==> config.mk <==
export PLATFORM = sky130hd
export DESIGN_NAME = dsp_mac_core
export DESIGN_NICKNAME = d
export VERILOG_FILES = /design/src/rtl/dsp_core_pkg.sv /design/src/rtl/dsp_in_shift.sv /design/src/rtl/dsp_prod_shift.sv /design/src/rtl/dsp_calu.sv /design/src/rtl/dsp_mac_core.sv
export SDC_FILE = /design/constraint.sdc
export NUM_CORES = 1
export LEC_CHECK = 0
export ABC_AREA = 0
export BUFFER_PORTS_ARGS = -buffer_cell sky130_fd_sc_hd__buf_2
export CAP_MARGIN = 20
export CORE_MARGIN = 2
export CORE_UTILIZATION = 55
export DETAILED_ROUTE_END_ITERATION = 12
export GPL_TIMING_DRIVEN = 0
export HOLD_SLACK_MARGIN = 0.08
export PLACE_DENSITY = 0.73
export SYNTH_ARGS = -nofsm -noshare
export SYNTH_HDL_FRONTEND = slang
export SYNTH_SLANG_ARGS = --single-unit
==> constraint.sdc <==
create_clock -name clk -period 9.3 [get_ports clk]
set_clock_uncertainty 0.15 [all_clocks]
set_input_delay 0 -clock clk [delete_from_list [all_inputs] [get_ports clk]]
set_output_delay 0 -clock clk [all_outputs]
set_load 0.005 [all_outputs]
==> src/rtl/dsp_core_pkg.sv <==
package dsp_core_pkg;

    typedef enum logic [3:0] {
        OP_NOP   = 4'd0,
        OP_LOAD  = 4'd1,
        OP_ADD   = 4'd2,
        OP_SUB   = 4'd3,
        OP_LDT   = 4'd4,
        OP_MPY   = 4'd5,
        OP_SPM   = 4'd6,
        OP_APAC  = 4'd7,
        OP_STORE = 4'd8
    } op_e;

    localparam int PMODE_W = 2;

endpackage

==> src/rtl/dsp_in_shift.sv <==
module dsp_in_shift #(
    parameter int DATA_W = 16,
    parameter int ACC_W  = 32,
    parameter int SH_W   = 4
) (
    input  logic [DATA_W-1:0] din,
    input  logic [SH_W-1:0]   sh,
    output logic [ACC_W-1:0]  dout
);
    localparam int EXT_W = ACC_W - DATA_W;

    logic [ACC_W-1:0] ext;

    assign ext  = {{EXT_W{din[DATA_W-1]}}, din};
    assign dout = ext << sh;
endmodule

==> src/rtl/dsp_prod_shift.sv <==
module dsp_prod_shift #(
    parameter int ACC_W = 32,
    parameter int LSH_A = 1,
    parameter int LSH_B = 4,
    parameter int RSH   = 6
) (
    input  logic [ACC_W-1:0] prod,
    input  logic [1:0]       mode,
    output logic [ACC_W-1:0] scaled
);
    always_comb begin
        case (mode)
            2'd0:    scaled = prod;
            2'd1:    scaled = prod << LSH_A;
            2'd2:    scaled = prod << LSH_B;
            default: scaled = ACC_W'($signed(prod) >>> RSH);
        endcase
    end
endmodule

==> src/rtl/dsp_calu.sv <==
module dsp_calu #(
    parameter int ACC_W = 32
) (
    input  logic [ACC_W-1:0] a,
    input  logic [ACC_W-1:0] b,
    input  logic             sub,
    output logic [ACC_W-1:0] y
);
    assign y = sub ? (a - b) : (a + b);
endmodule

==> src/rtl/dsp_mac_core.sv <==
module dsp_mac_core
    import dsp_core_pkg::*;
#(
    parameter int DATA_W = 16,
    parameter int SH_W   = 4
) (
    input  logic              clk,
    input  logic              rst,
    input  logic [3:0]        op_i,
    input  logic [SH_W-1:0]   shift_i,
    input  logic [DATA_W-1:0] data_i,
    input  logic [DATA_W-1:0] prog_i,
    input  logic              src_sel_i,
    output logic [DATA_W-1:0] data_o,
    output logic [2*DATA_W-1:0] acc_o
);
    localparam int ACC_W = 2 * DATA_W;

    typedef struct packed {
        logic [ACC_W-1:0]   acc;
        logic [DATA_W-1:0]  treg;
        logic [ACC_W-1:0]   preg;
        logic [PMODE_W-1:0] pmode;
        logic [DATA_W-1:0]  dout;
    } state_t;

    state_t s_d, s_q;
    op_e    op;

    logic [ACC_W-1:0]  ish;
    logic [ACC_W-1:0]  psh;
    logic [ACC_W-1:0]  calu_b;
    logic [ACC_W-1:0]  calu_y;
    logic [DATA_W-1:0] mul_src;
    logic [ACC_W-1:0]  prod;

    assign op = op_e'(op_i);

    dsp_in_shift #(.DATA_W(DATA_W), .ACC_W(ACC_W), .SH_W(SH_W)) u_in_shift (
        .din  (data_i),
        .sh   (shift_i),
        .dout (ish)
    );

    dsp_prod_shift #(.ACC_W(ACC_W)) u_prod_shift (
        .prod   (s_q.preg),
        .mode   (s_q.pmode),
        .scaled (psh)
    );

    assign calu_b = (op == OP_APAC) ? psh : ish;

    dsp_calu #(.ACC_W(ACC_W)) u_calu (
        .a   (s_q.acc),
        .b   (calu_b),
        .sub (op == OP_SUB),
        .y   (calu_y)
    );

    assign mul_src = src_sel_i ? prog_i : data_i;
    assign prod    = $signed({{DATA_W{s_q.treg[DATA_W-1]}}, s_q.treg})
                   * $signed({{DATA_W{mul_src[DATA_W-1]}}, mul_src});

    always_comb begin
        s_d = s_q;
        case (op)
            OP_LOAD:  s_d.acc   = ish;
            OP_ADD,
            OP_SUB,
            OP_APAC:  s_d.acc   = calu_y;
            OP_LDT:   s_d.treg  = data_i;
            OP_MPY:   s_d.preg  = prod;
            OP_SPM:   s_d.pmode = data_i[PMODE_W-1:0];
            OP_STORE: s_d.dout  = s_q.acc[DATA_W-1:0];
            default:  ;
        endcase
    end

    always_ff @(posedge clk) begin
        if (rst) s_q <= '0;
        else     s_q <= s_d;
    end

    assign data_o = s_q.dout;
    assign acc_o  = s_q.acc;

    p_load_r2: assert property (@(posedge clk) disable iff (rst)
        op == OP_LOAD |=> s_q.acc == $past(ish))
        else $error("load did not take the scaled operand");

    p_ldt_keeps_acc_r5: assert property (@(posedge clk) disable iff (rst)
        op == OP_LDT |=> $stable(s_q.acc) && $stable(s_q.preg))
        else $error("load-temporary disturbed accumulator or product");

    p_mpy_keeps_acc_r6: assert property (@(posedge clk) disable iff (rst)
        op == OP_MPY |=> $stable(s_q.acc) && $stable(s_q.treg))
        else $error("multiply disturbed accumulator or temporary");

    p_store_low_r9: assert property (@(posedge clk) disable iff (rst)
        op == OP_STORE |=> data_o == $past(s_q.acc[DATA_W-1:0]))
        else $error("store did not capture the accumulator low half");

    p_store_hold_r9: assert property (@(posedge clk) disable iff (rst)
        op != OP_STORE |=> $stable(data_o))
        else $error("result output moved without a store");

    p_idle_r10: assert property (@(posedge clk) disable iff (rst)
        (op == OP_NOP || op_i > 4'd8) |=> $stable(s_q.acc) && $stable(s_q.treg)
                                         && $stable(s_q.preg) && $stable(s_q.pmode))
        else $error("idle opcode changed state");
endmodule

### Word-level counts from Yosys, hierarchy flattened

Cells that the tools add are included.

| cells by class | value |
|---|---|
| multiplexer cells | 5 |
| $add $sub $neg | 2 |
| shifts and indexed selects | 1 |
| multipliers | 1 |
| equal/unequal tests | 10 |
| reduce and logical (&&, ||, !) cells | 3 |

Operators with widths:

| cell | number |
|---|---|
| $pmux 32 s3 | 1 |
| $mux 32 | 2 |
| $pmux 32 s2 | 1 |
| $add 32x32->32 | 1 |
| $mul 16x16->32 | 1 |
| $shl 32x4->32 | 1 |
| $sub 32x32->32 | 1 |
| $eq 4x3->1 const B | 4 |
| $mux 16 | 1 |
| $eq 4x2->1 const B | 2 |
| $eq 4x1->1 const B | 1 |
| $eq 4x4->1 const B | 1 |
| $reduce_or 3->1 | 1 |
| $eq 2x1->1 const B | 1 |
| $eq 2x2->1 const B | 1 |
| $logic_not 2->1 | 1 |
| $reduce_bool 2->1 | 1 |

| word-level totals | value |
|---|---|
| word-level logic and storage cells | 27 |
| input port bits | 43 |
| bits in registers | 98 |
| output and inout bits | 48 |

### Longest topological paths before layout

Gate-level depths: netlist of run 1.

| depth | value |
|---|---|
| depth in word-level cells | 6 |
| depth in mapped cells | 27 |
| depth with buffers taken out | 25 |

### Cells and area by module

A second synthesis of run 1 with hierarchy kept.

| unflattened totals | value |
|---|---|
| cells, all modules | 2195 |
| area total of the unflattened synthesis | 18854.3 um^2 |

Modules (own cells, without submodules):

| module | area each (um^2) | sequential area each (um^2) | cells each | instances |
|---|---|---|---|---|
| dsp_mac_core | 14565.2 | 1961.9 | 1641 | 1 |
| dsp_calu | 2398.6 | 0.0 | 356 | 1 |
| dsp_in_shift | 1073.5 | 0.0 | 148 | 1 |
| dsp_prod_shift | 817.0 | 0.0 | 50 | 1 |

### Worst setup path before layout of run 1

Ideal clock, no wire load.

| timing path | value |
|---|---|
| path kind | input-to-reg |
| start | input src_sel_i |
| end | register s_q[49] in the netlist's numbering |
| path slack | 1.871 ns |
| buffers on the path | 3 |
| data arrival time | 7.148 ns |
| library setup time | 0.132 ns |
| stages on the path | 25 |
| data required time | 9.018 ns |
| path through | clkbuf_1 -> buf_1 -> mux2_2 -> clkbuf_1 -> nand2_1 -> inv_1 -> fa_1 -> fa_1 -> fa_1 -> fa_1 -> fa_1 -> inv_1 -> fa_1 -> inv_1 -> ha_1 -> and3_1 -> and2_1 -> a21oi_1 -> a31o_2 -> a21oi_1 -> or3b_2 -> a31o_2 -> a2111oi_0 -> mux2i_1 -> nor3_1 |

| on the way | value |
|---|---|
| longest elaborated chain between the ends | 2 |

Ends and longest elaborated chain:

| item | RTL line | text |
|---|---|---|
| from (decl) | dsp_mac_core.sv:13 | `input logic src_sel_i,` |
| $mux 16 | dsp_mac_core.sv:60 | `assign mul_src = src_sel_i ? prog_i : data_i;` |
| $mul 16x16->32 | dsp_mac_core.sv:62 | `* $signed({{DATA_W{mul_src[DATA_W-1]}}, mul_src});` |
| to (signal assigned) | dsp_mac_core.sv:80 | `if (rst) s_q <= '0;` |
| to (signal assigned) | dsp_mac_core.sv:81 | `else s_q <= s_d;` |
| to (decl) | dsp_mac_core.sv:27 | `state_t s_d, s_q;` |

Every way passes these cells.
A chain may end at the register's enable or synchronous reset.

### Worst setup path in the final report of run 1

| timing path | value |
|---|---|
| start | input data_i[1] |
| end | register s_q[49] in the netlist's numbering |

| on the way | value |
|---|---|
| longest elaborated chain between the ends | 2 |

Ends and longest elaborated chain:

| item | RTL line | text |
|---|---|---|
| from (decl) | dsp_mac_core.sv:11 | `input logic [DATA_W-1:0] data_i,` |
| $mux 16 | dsp_mac_core.sv:60 |  |
| $mul 16x16->32 | dsp_mac_core.sv:62 |  |

Every way passes these cells.

==> results of run 1 <==
logic make-up (layout without fill, tap and decap cells):
family,Yosys count,in the layout,synth area share (%)
xor gates and xnor gates,83,83,3.97
muxes,110,110,9.21
DFF,98,98,10.5
adders and majority gates,377,377,35.8
buffers and inverters,465,586,10.5
AOI/OAI and AO/OA,355,355,12.2
and+or+nand+nor,700,700,17.8
per-layer routing:
metal	vias up	track usage (%)	wire, um
met5	-	0	0
met4	0	12.9	2280
met3	155	7.47	7030
met2	919	56.3	27500
met1	8350	51.0	25600
li1	7369	-	-
cell type report:
class / instances / area (um^2) / area share [%]
multi-input combinational: 1625 / 14800 / 73.2
clock buffer: 9 / 225 / 1.12
sequential: 98 / 1960 / 9.74
clock inverter: 7 / 83.8 / 0.416
inverter: 304 / 1140 / 5.66
buffer: 161 / 811 / 4.02
tap: 448 / 561 / 2.78
timing repair buffer: 105 / 616 / 3.05
where the power goes:
part           leakage (nW)  switching, W  internal (W)  total, W
clock network         0.142      0.000196      0.000214  0.000410
logic                  8.46      0.000614      0.000407   0.00102
registers             0.797     0.0000307      0.000439  0.000469
total                  9.40      0.000841       0.00106   0.00190
final timing paths:
path | slack, ns | to | start
worst min-delay path | 0.12 | acc_o[21] | shift_i[3]
worst max register to register | 1.29 | s_q[49] | s_q[65]
worst min register to register | 0.31 | data_o[4] | data_o[4]
worst max-delay path | 0.94 | s_q[49] | data_i[1]
sequential cells by signal, indices dropped and copies added (netlist names):
register,cells
data_o,16
acc_o,32
s_q,50
layout by cell type, fill, tap and decap left out, drive strengths merged, types with 13 or more instances in the layout:
cell type,instances
nand2,300
ha,114
mux2i,40
fa,263
mux2,25
a21oi,126
nor2,124
mux4,45
nand3,22
nand2b,15
dlygate4sd3,18
and2,111
clkbuf,94
xor2,33
o21ai,67
xnor2,49
or2,13
dfxtp,98
or3,13
a31oi,13
inv,306
a211oi,26
buf,163
a21o,31
nor2b,23
nor3,35
repair_timing:
action / 4_1_cts / 5_1_grt
endpoints found under the hold margin: 19 / 0
hold buffers: 18 / 0
gates resized for setup: 0 / 0
through the flow:
stage               worst slack (ns)  total power, W
floorplan                       1.87         0.00118
global placement               0.767         0.00145
detailed placement             0.774         0.00147
CTS                             1.05         0.00188
global route                   0.562         0.00201
finish                         0.941         0.00190
critical path, stage by stage:
cell	delay, ns
dlygate4sd3_1	0.55
clkbuf_1	0.48
mux2_2	0.37
clkbuf_1	0.58
nand2_1	0.21
inv_1	0.17
fa_1	0.55
fa_1	0.59
fa_1	0.45
fa_1	0.54
fa_1	0.50
inv_1	0.05
fa_1	0.47
inv_1	0.04
ha_1	0.33
and3_1	0.23
and2_1	0.20
a21oi_1	0.20
a31o_2	0.18
a21oi_1	0.05
or3b_2	0.48
a31o_2	0.30
a2111oi_0	0.58
mux2i_1	0.25
nor3_1	0.06
==> impl_metrics.tcl, run 1 <==
set metrics [dict create \
    status "complete, no violations" \
    dp_cells 2722 \
    drv_slew 0 \
    place_congestion 1.00 \
    rr_worst_depth 23 \
    synth-seq-cells 98 \
    fin_crit_sh_pct 89.9 \
    hold_violations 0 \
    clk_pin_slew_ns 0.08 \
    drt-initial-drc-count 1541 \
    finalSetupViolations 0 \
    slew-limit-headroom_pct 32.3 \
    synthMostInstantiatedCell "inv_1" \
    synth_ff_type "dfxtp_1" \
    grt_start_max_net_pins 19 \
    synth-warning-count 0 \
    synthArstFlopShare_pct 0 \
    yosysSeqAreaShare_pct 10.5 \
    clock.fmax_ghz 0.120 \
    yosys.area.top_type "fa_1" \
    antenna_cells 0 \
    grt_pass1_vias 17000 \
    coreArea_um2 33400 \
    ant_nets 0 \
    synth_area_leaders "fa_1 (28%), dfxtp_1 (11%), ha_1 (7.6%)" \
    io_buffers 86 \
    criticalPathCategory "in -> reg" \
    dpl.hpwl_um 51400 \
    synthDistinctLibCells 79 \
    cts_tree "built" \
    fillers 2965 \
    dpl_cell_area_um2 19700 \
    die_h_um 188 \
    grt_pass1_wl_um 97900 \
    clk_latency_ns 0.37 \
    track_usage_pct 36.4 \
    clock_path_buffers 2 \
    cts_max_level 3 \
    period_minus_slack_ns 8.36 \
    finalWirelength_um 62400 \
    die_w_um 188 \
    rows 67 \
    firstDrtPassIters 6 \
    drc 0 \
    postCtsSetupBuffers 0 \
    grt-ovfl-total 0 \
    maxCapViolations 0 \
    ir_worst_vdd_v 0.0000901 \
    whs_path_depth 5 \
    syn-num-nets 2608 \
    leakagePower_nw 9.40 \
    yosys-top-cells-count "inv_1 (303), nand2_1 (299), fa_1 (263)" \
    worstSetupEndpointType "flop" \
    worst_pin_slew_ns 1.02 \
    drive_gt1_share_pct 11.4 \
    cts.sinks 98 \
    synth_area_um2 18700 \
    dieArea_um2 35400 \
    layout.cells.non_filler 2757 \
    antenna_found_initial 0 \
    synth_cells 2188 \
    wl_per_cell_um 22.6 \
    start_util_pct 55.8 \
    min_path_type "in -> reg" \
    vias 16800 \
    synth_top_area_share_pct 28.2 \
    rsz0062_at_grt "no" \
    cp.required_ns 9.37 \
    fin_setup_tns_ns 0 \
    viasPerCell 6.09 \
    start_kind "input port" \
    fin_util_pct 60.2 \
    crit_arrival_ns 8.43 \
    fin_hold_ws_ns 0.118 \
    syn_to_final_growth_pct 7.96 \
    powerDensity_nw_per_um2 94.3 \
    synth_edf_count 0 \
    crit_fanout 10 \
    cts_made_buffers 9 \
    io_pins 91 \
    postSynthAreaPerCell_um2 8.53 \
    fin_nets 2724 \
    final_area_um2 20200 \
    cts_root_buffer "clkbuf_16" \
]
Note: power is estimated with default switching activity, not from simulation.
==> inputs of run 2 (changes only) <==
--- a/config.mk
+++ b/config.mk
@@ -8,7 +8,7 @@
 export ABC_AREA = 0
 export BUFFER_PORTS_ARGS = -buffer_cell sky130_fd_sc_hd__buf_2
 export CAP_MARGIN = 20
-export CORE_MARGIN = 2
+export CORE_MARGIN = 4
 export CORE_UTILIZATION = 55
 export DETAILED_ROUTE_END_ITERATION = 12
 export GPL_TIMING_DRIVEN = 0
==> impl_metrics.tcl, run 2 (synthesized netlist as in run 1, its figures left out) <==
set metrics [dict create \
    start_util_pct 55.7 \
    status "complete, no violations" \
    p_int_w 0.00109 \
    grt_start_max_net_pins 18 \
    syn_to_final_growth_pct 7.95 \
    finalWirelength_um 58900 \
    cts_root_buffer "clkbuf_16" \
    fin_nets 2722 \
    clockPowerShare_pct 22.6 \
    clk_pin_slew_ns 0.07 \
    worstSetupEndpointType "flop" \
    die_w_um 192 \
    antenna_found_initial 0 \
    finalSetupViolations 0 \
    crit_arrival_ns 8.64 \
    firstDrtPassIters 6 \
    antenna_cells 0 \
    rows 67 \
    cp.required_ns 9.37 \
    drive_gt1_share_pct 11.4 \
    cts_max_level 3 \
    power_frac_comb_pct 52.7 \
    drc 0 \
    hold_violations 0 \
    track_usage_pct 32.6 \
    largest-register "s_q" \
    fin_setup_tns_ns 0 \
    vias 16600 \
    fin_crit_sh_pct 92.2 \
    io_buffers 86 \
    p_sw_w 0.000815 \
    postCtsSetupBuffers 0 \
    grt_pass1_wl_um 92200 \
    rsz0062_at_grt "no" \
    cts.sinks 98 \
    coreArea_um2 33500 \
    layout.cells.non_filler 2755 \
    ir_worst_vdd_v 0.0000766 \
    final_common_cell "inv_1" \
    clock_path_buffers 2 \
    p_total_w 0.00190 \
    io_pins 91 \
    start_kind "input port" \
    drt-initial-drc-count 1542 \
    ant_nets 0 \
    fillers 3033 \
    cts_tree "built" \
    drv_slew 0 \
    crit_fanout 10 \
    die_h_um 192 \
    min_path_type "in -> reg" \
    ctsHoldBuffers 16 \
    dp_cells 2723 \
    wl_per_cell_um 21.4 \
    p_seq_share_pct 24.7 \
    viasPerCell 6.01 \
    place_congestion 0.977 \
    criticalPathCategory "in -> reg" \
    slew-limit-headroom_pct 29.0 \
    maxCapViolations 0 \
    fin_util_pct 60.1 \
    leakagePower_nw 9.41 \
    period_minus_slack_ns 8.57 \
    clk_latency_ns 0.37 \
    grt-ovfl-total 0 \
    clock.fmax_ghz 0.117 \
    largest_reg_flops 50 \
    cts_resized 0 \
    cts_made_buffers 9 \
    mostFrequentLayoutCells "inv_1 (303), nand2_1 (299), fa_1 (263)" \
    dpl.hpwl_um 48500 \
    netSwitchingFraction_pct 42.9 \
    dieArea_um2 37000 \
    powerDensity_nw_per_um2 94.4 \
    grt_pass1_vias 16400 \
    worst_pin_slew_ns 1.03 \
]
==> run 2: power by group through the flow <==
stage | clock, W | sequential (W) | combinational, W
floorplan | 0 | 0.000462 | 0.000720
global placement | 0 | 0.000477 | 0.000956
detailed placement | 0 | 0.000477 | 0.000976
CTS | 0.000432 | 0.000467 | 0.000988
global route | 0.000448 | 0.000470 | 0.00111
finish | 0.000431 | 0.000469 | 0.00100
==> run 2: path summary, 6_finish.rpt <==
| check | end | start | cells after the start | slack, ns |
|---|---|---|---|---|
| worst min register to register | data_o[6] | data_o[6] | 2 | 0.31 |
| worst max-delay path | s_q[49] | src_sel_i | 24 | 0.73 |
| worst max register to register | s_q[49] | s_q[65] | 23 | 1.42 |
| worst min-delay path | acc_o[21] | shift_i[3] | 5 | 0.14 |
==> run 2: metal layers <==
metal | vias up | GRT usage [%] | wire length [um]
met5 | - | 0 | 0
met4 | 0 | 8.37 | 1440
met3 | 118 | 6.11 | 5820
met2 | 830 | 50.5 | 26400
met1 | 8232 | 47.4 | 25200
li1 | 7375 | - | -
==> run 2: layout make-up <==
class,count,area (um^2),share of cell area (%)
sequential,98,1960,9.74
timing repair buffer,103,596,2.96
clock buffer,10,229,1.14
inverter,304,1140,5.66
buffer,161,811,4.02
tap,448,561,2.78
clock inverter,6,98.8,0.491
multi-input combinational,1625,14800,73.2
==> run 2: critical path: stages <==
cell	delay, ns
clkbuf_1	0.42
buf_1	0.64
mux2i_1	0.93
clkbuf_1	0.59
nor2_1	0.17
fa_1	0.53
fa_1	0.44
fa_1	0.53
fa_1	0.46
fa_1	0.49
inv_1	0.05
fa_1	0.47
inv_1	0.04
ha_1	0.33
and3_1	0.23
and2_1	0.21
a21oi_1	0.19
a31o_2	0.18
a21oi_1	0.05
or3b_2	0.47
a31o_2	0.29
a2111oi_0	0.60
mux2i_1	0.26
nor3_1	0.06
==> run 2: stage by stage <==
stage / instance area, um^2 / setup WS [ns] / hold WS [ns]
3_5_place_dp: 19700 / 0.455 / 0.172
5_1_grt: 20200 / 0.456 / 0.138
4_1_cts: 20200 / 0.821 / 0.119
2_1_floorplan: 18700 / 1.87 / -0.0140
6_report: 20200 / 0.728 / 0.143
3_3_place_gp: 19700 / 0.552 / 0.165
